==> src/rtl/dmx_pkg.sv <==
// Package: shared types and the screen-size table for the DRAM multiplexer.
// Assumes a 2-bit screen-size code and sizes given in kilobytes.
package dmx_pkg;

    // Step positions within one half-period of the system clock
    typedef enum logic [1:0] {
        STEP_ROW    = 2'd0,
        STEP_COL    = 2'd1,
        STEP_STROBE = 2'd2,
        STEP_REL    = 2'd3
    } step_e;

    // Owner of the array in the current half-period
    typedef enum logic {
        OWN_CPU  = 1'b0,
        OWN_DISP = 1'b1
    } owner_e;

    localparam int unsigned KB_SHIFT = 10;

    // Screen region size in kilobytes for each size code
    function automatic int unsigned scr_kbytes(input logic [1:0] code);
        case (code)
            2'd0:    return 20;
            2'd1:    return 16;
            2'd2:    return 10;
            default: return 8;
        endcase
    endfunction

endpackage

==> src/rtl/dmx_scr_wrap.sv <==
// Display address wrap: an address that has passed the top of memory
// (top bit set) is folded back by the screen size chosen by the code.
// Assumes the screen region ends at the top of the address space.
module dmx_scr_wrap
    import dmx_pkg::*;
#(
    parameter int AW = 16
) (
    input  logic [AW-1:0] raw_addr,
    input  logic [1:0]    code,
    output logic [AW-1:0] mapped_addr
);
    logic [AW-1:0] size_w;
    logic [AW-1:0] neg_size;

    // Screen size in bytes and its two's complement for the fold-back add
    always_comb begin
        size_w   = AW'(scr_kbytes(code)) << KB_SHIFT;
        neg_size = ~size_w + AW'(1);
    end

    // Fold addresses above the top back into the screen region
    always_comb begin
        if (raw_addr[AW-1]) mapped_addr = raw_addr + neg_size;
        else                mapped_addr = raw_addr;
    end
endmodule

==> src/rtl/dmx_step_seq.sv <==
// Strobe sequencer: produces RAS, CAS and WE for one RAS/CAS cycle per
// half-period, advancing only on the step enable.
// Assumes the step number arrives in order 0..3 within each half-period.
module dmx_step_seq
    import dmx_pkg::*;
(
    input  logic   clk,
    input  logic   rst_n,
    input  logic   tick,
    input  step_e  step,
    input  owner_e owner,
    input  logic   wr_req,
    output logic   ras_n,
    output logic   cas_n,
    output logic   we_n
);
    logic wr_phase;

    // A write is allowed only when the processor owns the array
    always_comb wr_phase = (owner == OWN_CPU) && wr_req;

    // Strobe registers, advanced once per step enable
    always_ff @(posedge clk) begin
        if (!rst_n) begin
            ras_n <= 1'b1;
            cas_n <= 1'b1;
            we_n  <= 1'b1;
        end else if (tick) begin
            case (step)
                STEP_ROW: begin
                    ras_n <= 1'b0;
                    cas_n <= 1'b1;
                    we_n  <= !wr_phase;
                end
                STEP_COL: begin
                    ras_n <= 1'b0;
                    cas_n <= 1'b1;
                end
                STEP_STROBE: begin
                    ras_n <= 1'b0;
                    cas_n <= 1'b0;
                end
                default: begin
                    ras_n <= 1'b1;
                    cas_n <= 1'b1;
                    we_n  <= 1'b1;
                end
            endcase
        end
    end
endmodule

==> src/rtl/dmx_addr_path.sv <==
// Address path: picks the owner's address at the row step, drives the
// low half on the pins, keeps the high half for the column step.
// Assumes AW is even so that row and column are the same width.
module dmx_addr_path
    import dmx_pkg::*;
#(
    parameter int AW = 16
) (
    input  logic            clk,
    input  logic            rst_n,
    input  logic            tick,
    input  step_e           step,
    input  owner_e          owner,
    input  logic [AW-1:0]   cpu_addr,
    input  logic [AW-1:0]   disp_mapped,
    output logic [AW/2-1:0] ma,
    output logic            disp_owner
);
    localparam int MW = AW / 2;

    logic [AW-1:0] sel_addr;
    logic [MW-1:0] hi_q;

    // Owner select between processor and mapped display address
    always_comb sel_addr = (owner == OWN_DISP) ? disp_mapped : cpu_addr;

    // Pin driver and column hold, updated only on the step enable
    always_ff @(posedge clk) begin
        if (!rst_n) begin
            ma         <= '0;
            hi_q       <= '0;
            disp_owner <= 1'b0;
        end else if (tick) begin
            case (step)
                STEP_ROW: begin
                    ma         <= sel_addr[MW-1:0];
                    hi_q       <= sel_addr[AW-1:MW];
                    disp_owner <= (owner == OWN_DISP);
                end
                STEP_COL: ma <= hi_q;
                default:  ma <= ma;
            endcase
        end
    end
endmodule

==> src/rtl/dmx_dram_mux.sv <==
// Top: shared DRAM address multiplexer. The processor and the display
// controller own the array on alternate system-clock phases; each phase
// runs one RAS/CAS cycle whose step number comes from the 8/4 MHz levels.
// Assumes the step enable pulses once per step and inputs are synchronous.
module dmx_dram_mux
    import dmx_pkg::*;
#(
    parameter int AW = 16
) (
    input  logic            clk,
    input  logic            rst_n,
    input  logic            step_tick,
    input  logic            clk2_lvl,
    input  logic            clk4_lvl,
    input  logic            clk8_lvl,
    input  logic [AW-1:0]   cpu_addr,
    input  logic            cpu_wr,
    input  logic [AW-1:0]   disp_addr,
    input  logic [1:0]      scr_code,
    output logic [AW/2-1:0] ma,
    output logic            ras_n,
    output logic            cas_n,
    output logic            we_n,
    output logic            disp_owner
);
    step_e         step;
    owner_e        owner;
    logic [AW-1:0] disp_mapped;

    // Decode step number and owner from the clock levels
    always_comb begin
        step  = step_e'({clk4_lvl, clk8_lvl});
        owner = owner_e'(clk2_lvl);
    end

    dmx_scr_wrap #(.AW(AW)) wrap_i (
        .raw_addr    (disp_addr),
        .code        (scr_code),
        .mapped_addr (disp_mapped)
    );

    dmx_addr_path #(.AW(AW)) path_i (
        .clk         (clk),
        .rst_n       (rst_n),
        .tick        (step_tick),
        .step        (step),
        .owner       (owner),
        .cpu_addr    (cpu_addr),
        .disp_mapped (disp_mapped),
        .ma          (ma),
        .disp_owner  (disp_owner)
    );

    dmx_step_seq seq_i (
        .clk    (clk),
        .rst_n  (rst_n),
        .tick   (step_tick),
        .step   (step),
        .owner  (owner),
        .wr_req (cpu_wr),
        .ras_n  (ras_n),
        .cas_n  (cas_n),
        .we_n   (we_n)
    );
endmodule

==> config.mk <==
export PLATFORM = sky130hd
export DESIGN_NAME = dmx_dram_mux
export DESIGN_NICKNAME = d
export VERILOG_FILES = /design/src/rtl/dmx_pkg.sv /design/src/rtl/dmx_scr_wrap.sv /design/src/rtl/dmx_step_seq.sv /design/src/rtl/dmx_addr_path.sv /design/src/rtl/dmx_dram_mux.sv
export SDC_FILE = /design/constraint.sdc
export NUM_CORES = 1
export LEC_CHECK = 0
export ABC_CLOCK_PERIOD_IN_PS = 1800
export CAP_MARGIN = 10
export CORE_MARGIN = 8
export CORE_UTILIZATION = 28
export CTS_CLUSTER_DIAMETER = 150
export DETAILED_ROUTE_END_ITERATION = 10
export DONT_BUFFER_PORTS = 1
export PLACE_DENSITY_LB_ADDON = 0.15
export RECOVER_POWER = 25
export SYNTH_ARGS = -nofsm -noshare
export SYNTH_HDL_FRONTEND = slang
export SYNTH_SLANG_ARGS = --single-unit
==> constraint.sdc <==
create_clock -name clk -period 1.8 [get_ports clk]
set_input_delay 0.18 -clock clk [delete_from_list [all_inputs] [get_ports clk]]
set_output_delay 0.18 -clock clk [all_outputs]
set_load 0.005 [all_outputs]
==> results.sh, run 1 <==
export IMPL_synth_edff_count=0
export IMPL_seq_area_frac_synth=0.3289
export IMPL_num_nets_final=192
export IMPL_hold_class="in -> reg"
export IMPL_grt_pass1_wl_um=4905
export IMPL_port_buffers=0
export IMPL_syn_nets=195
export IMPL_r2r_slack_ns=1.07
export IMPL_antenna_found_initial=0
export IMPL_critPathMaxFanout=3
export IMPL_drt_pre_antenna_iters=4
export IMPL_io_pins=53
export IMPL_track_usage=0.09397
export IMPL_power_frac_seq=0.502
export IMPL_synth_area_leader_cell="dfxtp_1"
export IMPL_critical_path_class="in -> reg"
export IMPL_tns_ns=0
export IMPL_grt_remaining_overflow=0
export IMPL_synthDistinctLibCells=30
export IMPL_die_w_um=81.94
export IMPL_syn_inst=145
export IMPL_worstPathRequired_ns=1.95
export IMPL_switching_power_w=0.0002345
export IMPL_drt_first_iter_violations=53
export IMPL_crit_path_frequent_cell="a21oi_1"
export IMPL_drc=0
export IMPL_setup_violations=0
export IMPL_grt_pass1_vias=965
export IMPL_die_h_um=81.94
export IMPL_status="finished, final reports clean"
export IMPL_vias=967
export IMPL_synth_top_cell_area_share=0.3289
export IMPL_synth_avg_cell_area_sq_um=8.396
export IMPL_cp_arrival_ns=1.37
export IMPL_path_cells="or2_2, fa_1, xnor2_1, a21oi_1, a21oi_1, a21oi_1"
export IMPL_core_sq_mm=0.004264
export IMPL_yosysMostFrequentCell="dfxtp_1"
export IMPL_postRouteAntennaNets=0
export IMPL_ctsLongestPathBuffers=2
export IMPL_p_per_area_mw_per_mm2=745.9
export IMPL_synthArstFlopShare=0
export IMPL_min_from="rst_n"
export IMPL_synthTopCellsByArea="dfxtp_1, mux2i_1, ha_1"
export IMPL_synth_main_ff_cell="dfxtp_1"
export IMPL_crit_path_max_incr_delay_ns=0.44
export IMPL_slew_headroom=0.6126
export IMPL_ys_seq_elements=20
export IMPL_cts_root_buffer_cell="clkbuf_8"
export IMPL_period_minus_slack_ns=1.224
export IMPL_critPathCaptureType="flop"
export IMPL_hold_buffers=1
export IMPL_worstMarginPinSlew_ns=0.5772
export IMPL_crit_path_end="path_i.hi_q[5]$_SDFFE_PN0P_"
export IMPL_post_cts_buffers=0
export IMPL_std_cell_rows=24
export IMPL_cts_made_buffers=3
export IMPL_internal_power_w=0.0007240
export IMPL_swShare=0.2446
export IMPL_finClkSkew_ns=0.001203
export IMPL_wl_per_cell_um=16.38
export IMPL_drt_wl_total_um=3162
export IMPL_p_clk_frac=0.359
export IMPL_whs_ns=0.02658
export IMPL_via_per_inst=5.010
export IMPL_gp_congestion=0.7435
export IMPL_reg2regPathDepth=2
export IMPL_hold_viol=0
export IMPL_rsz0062_at_grt="false"
export IMPL_clkSinkCount=20
export IMPL_initial_core_util=0.2855
export IMPL_drv_slew=0
export IMPL_fmax_mhz=817.3
export IMPL_layout_drive_gt1_share=0.06383
export IMPL_post_route_period_util=0.6798
export IMPL_reg2reg_to="path_i.hi_q[6]$_SDFFE_PN0P_"
export IMPL_crit_slowest_cell="fa_1"
export IMPL_critPathLaunch="scr_code[1]"
export IMPL_num_antenna_cells=0
export IMPL_h_tree_depth=1
export IMPL_area_delta_synth_final_pct=5.550
export IMPL_clock_latency_ns=0.25
export IMPL_leakage_nw=0.5513
export IMPL_combPwrFrac=0.139
export IMPL_ys_warn_count=0
export IMPL_cts_tree="done"
export IMPL_start_kind="input port"
export IMPL_maxCapViolCount=0
export IMPL_hpwl_um=2513
export IMPL_cts_resized_gates=0
export IMPL_ir_drop_mv=0.2375
export IMPL_clkTransAtPathRegs_ns=0.08
export IMPL_dieArea_sq_mm=0.006714
export IMPL_r2r_start="path_i.hi_q[6]$_SDFFE_PN0P_"
export IMPL_ys_top_cells_by_count="dfxtp_1, a21oi_1, nand2_1, o21ai_0, mux2i_1"
export IMPL_netlist_area_sq_mm=0.001217
export IMPL_grt_max_degree=21
## cell type report
class | count | area [sq um]
fill | 470 | 2979
multi-input combinational | 108 | 720.7
sequential | 20 | 400.4
tap | 52 | 65.06
clock buffer | 4 | 55.05
inverter | 7 | 26.28
timing repair buffer | 2 | 17.52
## logic make-up (layout without fill, tap and decap cells)
group                      count (synthesis)  count (layout)  share of synthesized area
buffers and inverters                     17              13                    0.07913
muxes                                     13              13                     0.1069
and+or+nand+nor                           41              41                     0.1593
xor gates and xnor gates                   1               1                   0.007196
AOI/OAI and AO/OA                         44              44                     0.2199
adders and majority gates                  9               9                    0.09867
DFF                                       20              20                     0.3289
## worst min path at each step
stage | slack (ns) | to | cells after the start
6_report | 0.03 | seq_i.we_n$_SDFFE_PN1P_ | 1
5_1_grt | 0.03 | seq_i.we_n$_SDFFE_PN1P_ | 1
3_5_place_dp | 0.25 | seq_i.cas_n$_SDFFE_PN1P_ | 1
3_3_place_gp | 0.25 | seq_i.cas_n$_SDFFE_PN1P_ | 1
2_1_floorplan | 0.38 | path_i.hi_q[5]$_SDFFE_PN0P_ | 2
4_1_cts | 0.02 | seq_i.we_n$_SDFFE_PN1P_ | 1
## metal layers
layer  vias to the layer above  track usage  wire, um
li1                        501            -         -
met1                       431       0.1185      1415
met2                        33       0.1436      1363
met3                         2      0.03501       350
met4                         0      0.03158        33
met5                         -            0         0
## state kept, by name (all words and copies together) (netlist names)
register,cells
seq_i.we_n,1
path_i.hi_q,8
path_i.ma,8
seq_i.cas_n,1
seq_i.ras_n,1
path_i.disp_owner,1
## power groups by stage
| stage | combinational [W] | clock, W | sequential, W |
|---|---|---|---|
| floorplan | 0.000135 | 0 | 0.000486 |
| global placement | 0.000129 | 0 | 0.000492 |
| detailed placement | 0.000132 | 0 | 0.000493 |
| CTS | 0.000135 | 0.000357 | 0.000482 |
| global route | 0.000155 | 0.000384 | 0.000485 |
| finish | 0.000133 | 0.000344 | 0.000481 |
## metrics by stage
step | setup slack, ns | utilization | area [sq um] | instances | total power [W]
after floorplan | 0.3950 | - | 1217 | 145 | 0.0006210
after global placement | 0.3283 | 0.2861 | 1220 | 188 | 0.0006207
after detailed placement | 0.2954 | 0.2861 | 1220 | 188 | 0.0006243
after CTS | 0.5655 | 0.3014 | 1285 | 193 | 0.0009738
after global routing | 0.4231 | 0.3014 | 1285 | 193 | 0.001024
final | 0.5764 | 0.3014 | 1285 | 193 | 0.0009584
## worst max-delay path, delay by kind of cell
| kind | cells | cell delay, ns |
|---|---|---|
| adder cells (fa/ha/maj) | 1 | 0.44 |
| AND/OR/NAND/NOR | 1 | 0.31 |
| AO/OA/AOI/OAI | 3 | 0.29 |
| XOR/XNOR | 1 | 0.15 |
## placed cells by master (no fill, tap or decap), types with 5 or more instances in the layout
master / synthesis / final
nand3_1: 8 / 8
nor2_1: 12 / 12
o211ai_1: 5 / 5
inv_1: 7 / 7
a21oi_1: 14 / 14
o21ai_0: 14 / 14
ha_1: 8 / 8
mux2i_1: 13 / 13
nand2_1: 14 / 14
dfxtp_1: 20 / 20
(Power assumes the default switching activity.)
==> run 2: changes to the inputs <==
--- a/config.mk
+++ b/config.mk
@@ -5,7 +5,7 @@
 export SDC_FILE = /design/constraint.sdc
 export NUM_CORES = 1
 export LEC_CHECK = 0
-export ABC_CLOCK_PERIOD_IN_PS = 1800
+export ABC_CLOCK_PERIOD_IN_PS = 1260
 export CAP_MARGIN = 10
 export CORE_MARGIN = 8
 export CORE_UTILIZATION = 28
==> constraint.sdc (replaced) <==
create_clock -name clk -period 1.26 [get_ports clk]
set_input_delay 0.126 -clock clk [delete_from_list [all_inputs] [get_ports clk]]
set_output_delay 0.126 -clock clk [all_outputs]
set_load 0.005 [all_outputs]
==> run 2 against run 1 <==
Effect of this change: die area unchanged; sequential power increased by 43%; global-route usage grew 0.37 points; register-to-register slack lost 0.54 ns; sequential share of layout area decreased by 0.97 points; final cell count is 1.0% higher; critical path type unchanged; clock power is 20% higher; sequential cell count stayed put; highest routed layer unchanged; critical path depth is 3 higher; cell area increased by 3.2%; worst hold slack got worse by 0.022 ns; setup slack worse by 0.45 ns.
==> results.sh, run 2 (same netlist as run 1, synthesis figures left out) <==
export IMPL_grt_remaining_overflow=0
export IMPL_critPathLaunch="scr_code[1]"
export IMPL_worstPathRequired_ns=1.44
export IMPL_initial_core_util=0.2855
export IMPL_whs_ns=0.004475
export IMPL_hold_class="in -> reg"
export IMPL_vias=1022
export IMPL_top_regs="path_i.hi_q (8), path_i.ma (8)"
export IMPL_setup_violations=0
export IMPL_switching_power_w=0.0003286
export IMPL_fmax_mhz=882.3
export IMPL_die_w_um=81.94
export IMPL_finClkSkew_ns=0.004450
export IMPL_cts_root_buffer_cell="clkbuf_8"
export IMPL_crit_slowest_cell="fa_2"
export IMPL_finish_instance_area_sq_mm=0.001326
export IMPL_via_per_inst=5.241
export IMPL_hpwl_um=2625
export IMPL_cp_top_family="adder cells"
export IMPL_min_from="step_tick"
export IMPL_drv_slew=0
export IMPL_r2r_start="path_i.hi_q[6]$_SDFFE_PN0P_"
export IMPL_cp_arrival_ns=1.32
export IMPL_fin_ws_ns=0.1266
export IMPL_layout_common_cells="dfxtp_1, a21oi_1, nand2_1, o21ai_0, mux2i_1"
export IMPL_p_clk_frac=0.314
export IMPL_clock_latency_ns=0.25
export IMPL_track_usage=0.09762
export IMPL_combPwrFrac=0.160
export IMPL_crit_path_max_incr_delay_ns=0.55
export IMPL_critPathCaptureType="flop"
export IMPL_clkSinkCount=20
export IMPL_clkTransAtPathRegs_ns=0.07
export IMPL_leakage_nw=0.5600
export IMPL_drc=0
export IMPL_internal_power_w=0.0009828
export IMPL_hold_buffers=1
export IMPL_rsz0062_at_grt="false"
export IMPL_status="finished, final reports clean"
export IMPL_grt_pass1_wl_um=5099
export IMPL_postRouteAntennaNets=0
export IMPL_cts_resized_gates=0
export IMPL_total_power_w=0.001311
export IMPL_post_route_period_util=0.8996
export IMPL_post_place_ws_ns=-0.1453
export IMPL_period_minus_slack_ns=1.133
export IMPL_num_nets_final=195
export IMPL_core_sq_mm=0.004264
export IMPL_ctsLongestPathBuffers=2
export IMPL_final_util=0.3110
export IMPL_critPathMaxFanout=3
export IMPL_start_kind="input port"
export IMPL_ir_drop_mv=0.5760
export IMPL_wl_per_cell_um=16.95
export IMPL_crit_buf_inv=2
export IMPL_critical_path_class="in -> reg"
export IMPL_antenna_found_initial=0
export IMPL_gp_congestion=0.7552
export IMPL_die_h_um=81.94
export IMPL_swShare=0.2506
export IMPL_grt_pass1_vias=1062
export IMPL_cts_tree="done"
export IMPL_drt_first_iter_violations=65
export IMPL_drt_pre_antenna_iters=4
export IMPL_area_delta_synth_final_pct=8.941
export IMPL_cts_made_buffers=3
export IMPL_placed_cell_area_sq_mm=0.001275
export IMPL_maxCapViolCount=0
export IMPL_post_cts_buffers=0
export IMPL_h_tree_depth=1
export IMPL_io_pins=53
export IMPL_num_antenna_cells=0
export IMPL_port_buffers=0
export IMPL_power_frac_seq=0.525
export IMPL_drt_wl_total_um=3305
export IMPL_std_cell_rows=24
export IMPL_path_cells="inv_6, nor2_4, ha_2, inv_2, fa_2, mux2i_1, nand2_1, o211ai_1, a21boi_0"
export IMPL_layout_drive_gt1_share=0.1119
export IMPL_dieArea_sq_mm=0.006714
export IMPL_p_per_area_mw_per_mm2=988.8
export IMPL_grt_max_degree=21
export IMPL_worstMarginPinSlew_ns=0.6025
export IMPL_hold_viol=0
export IMPL_slew_headroom=0.5956
export IMPL_final_common_cell="dfxtp_1"
run 2: worst reg2reg max path, delay by kind of cell (launching register included):
family             cells  cell delay (ns)
AOI/OAI and AO/OA      2             0.30
DFF                    1             0.35
run 2: power by group through the flow:
stage          registers [W]  clock network, W  logic, W
2_1_floorplan       0.000695                 0  0.000198
3_3_place_gp        0.000704                 0  0.000201
3_5_place_dp        0.000705                 0  0.000207
4_1_cts             0.000691          0.000428  0.000213
5_1_grt             0.000694          0.000458  0.000243
6_report            0.000689          0.000412  0.000210
run 2: per-stage QoR:
stage	std cells	TNS [ns]
5_1_grt	195	0
6_report	195	0
2_1_floorplan	145	-0.1068
4_1_cts	195	0
3_5_place_dp	191	-0.3760
3_3_place_gp	191	-0.3094
run 2: layout make-up:
type | count | area (sq um)
inverters | 7 | 31.28
repair buffers | 5 | 52.55
clock buffers | 3 | 41.29
well taps | 52 | 65.06
flip-flops and latches | 20 | 400.4
multi-input cells | 108 | 735.7
fillers | 459 | 2938
run 2: path summary, 6_finish.rpt:
kind	cells after the start	slack [ns]	to
setup reg to reg	2	0.53	path_i.hi_q[6]$_SDFFE_PN0P_
hold / removal	2	0.004	seq_i.ras_n$_SDFFE_PN1P_
setup / recovery	9	0.13	path_i.hi_q[4]$_SDFFE_PN0P_
hold reg to reg	2	0.47	path_i.hi_q[3]$_SDFFE_PN0P_
run 2: metal layers:
layer / GRT usage / up-vias / share of wire
met3: 0.04486 / 2 / 0.085
met1: 0.1067 / 488 / 0.39
met2: 0.1713 / 26 / 0.52
met5: 0 / - / 0
li1: - / 506 / -
met4: 0.01579 / 0 / 0.0039
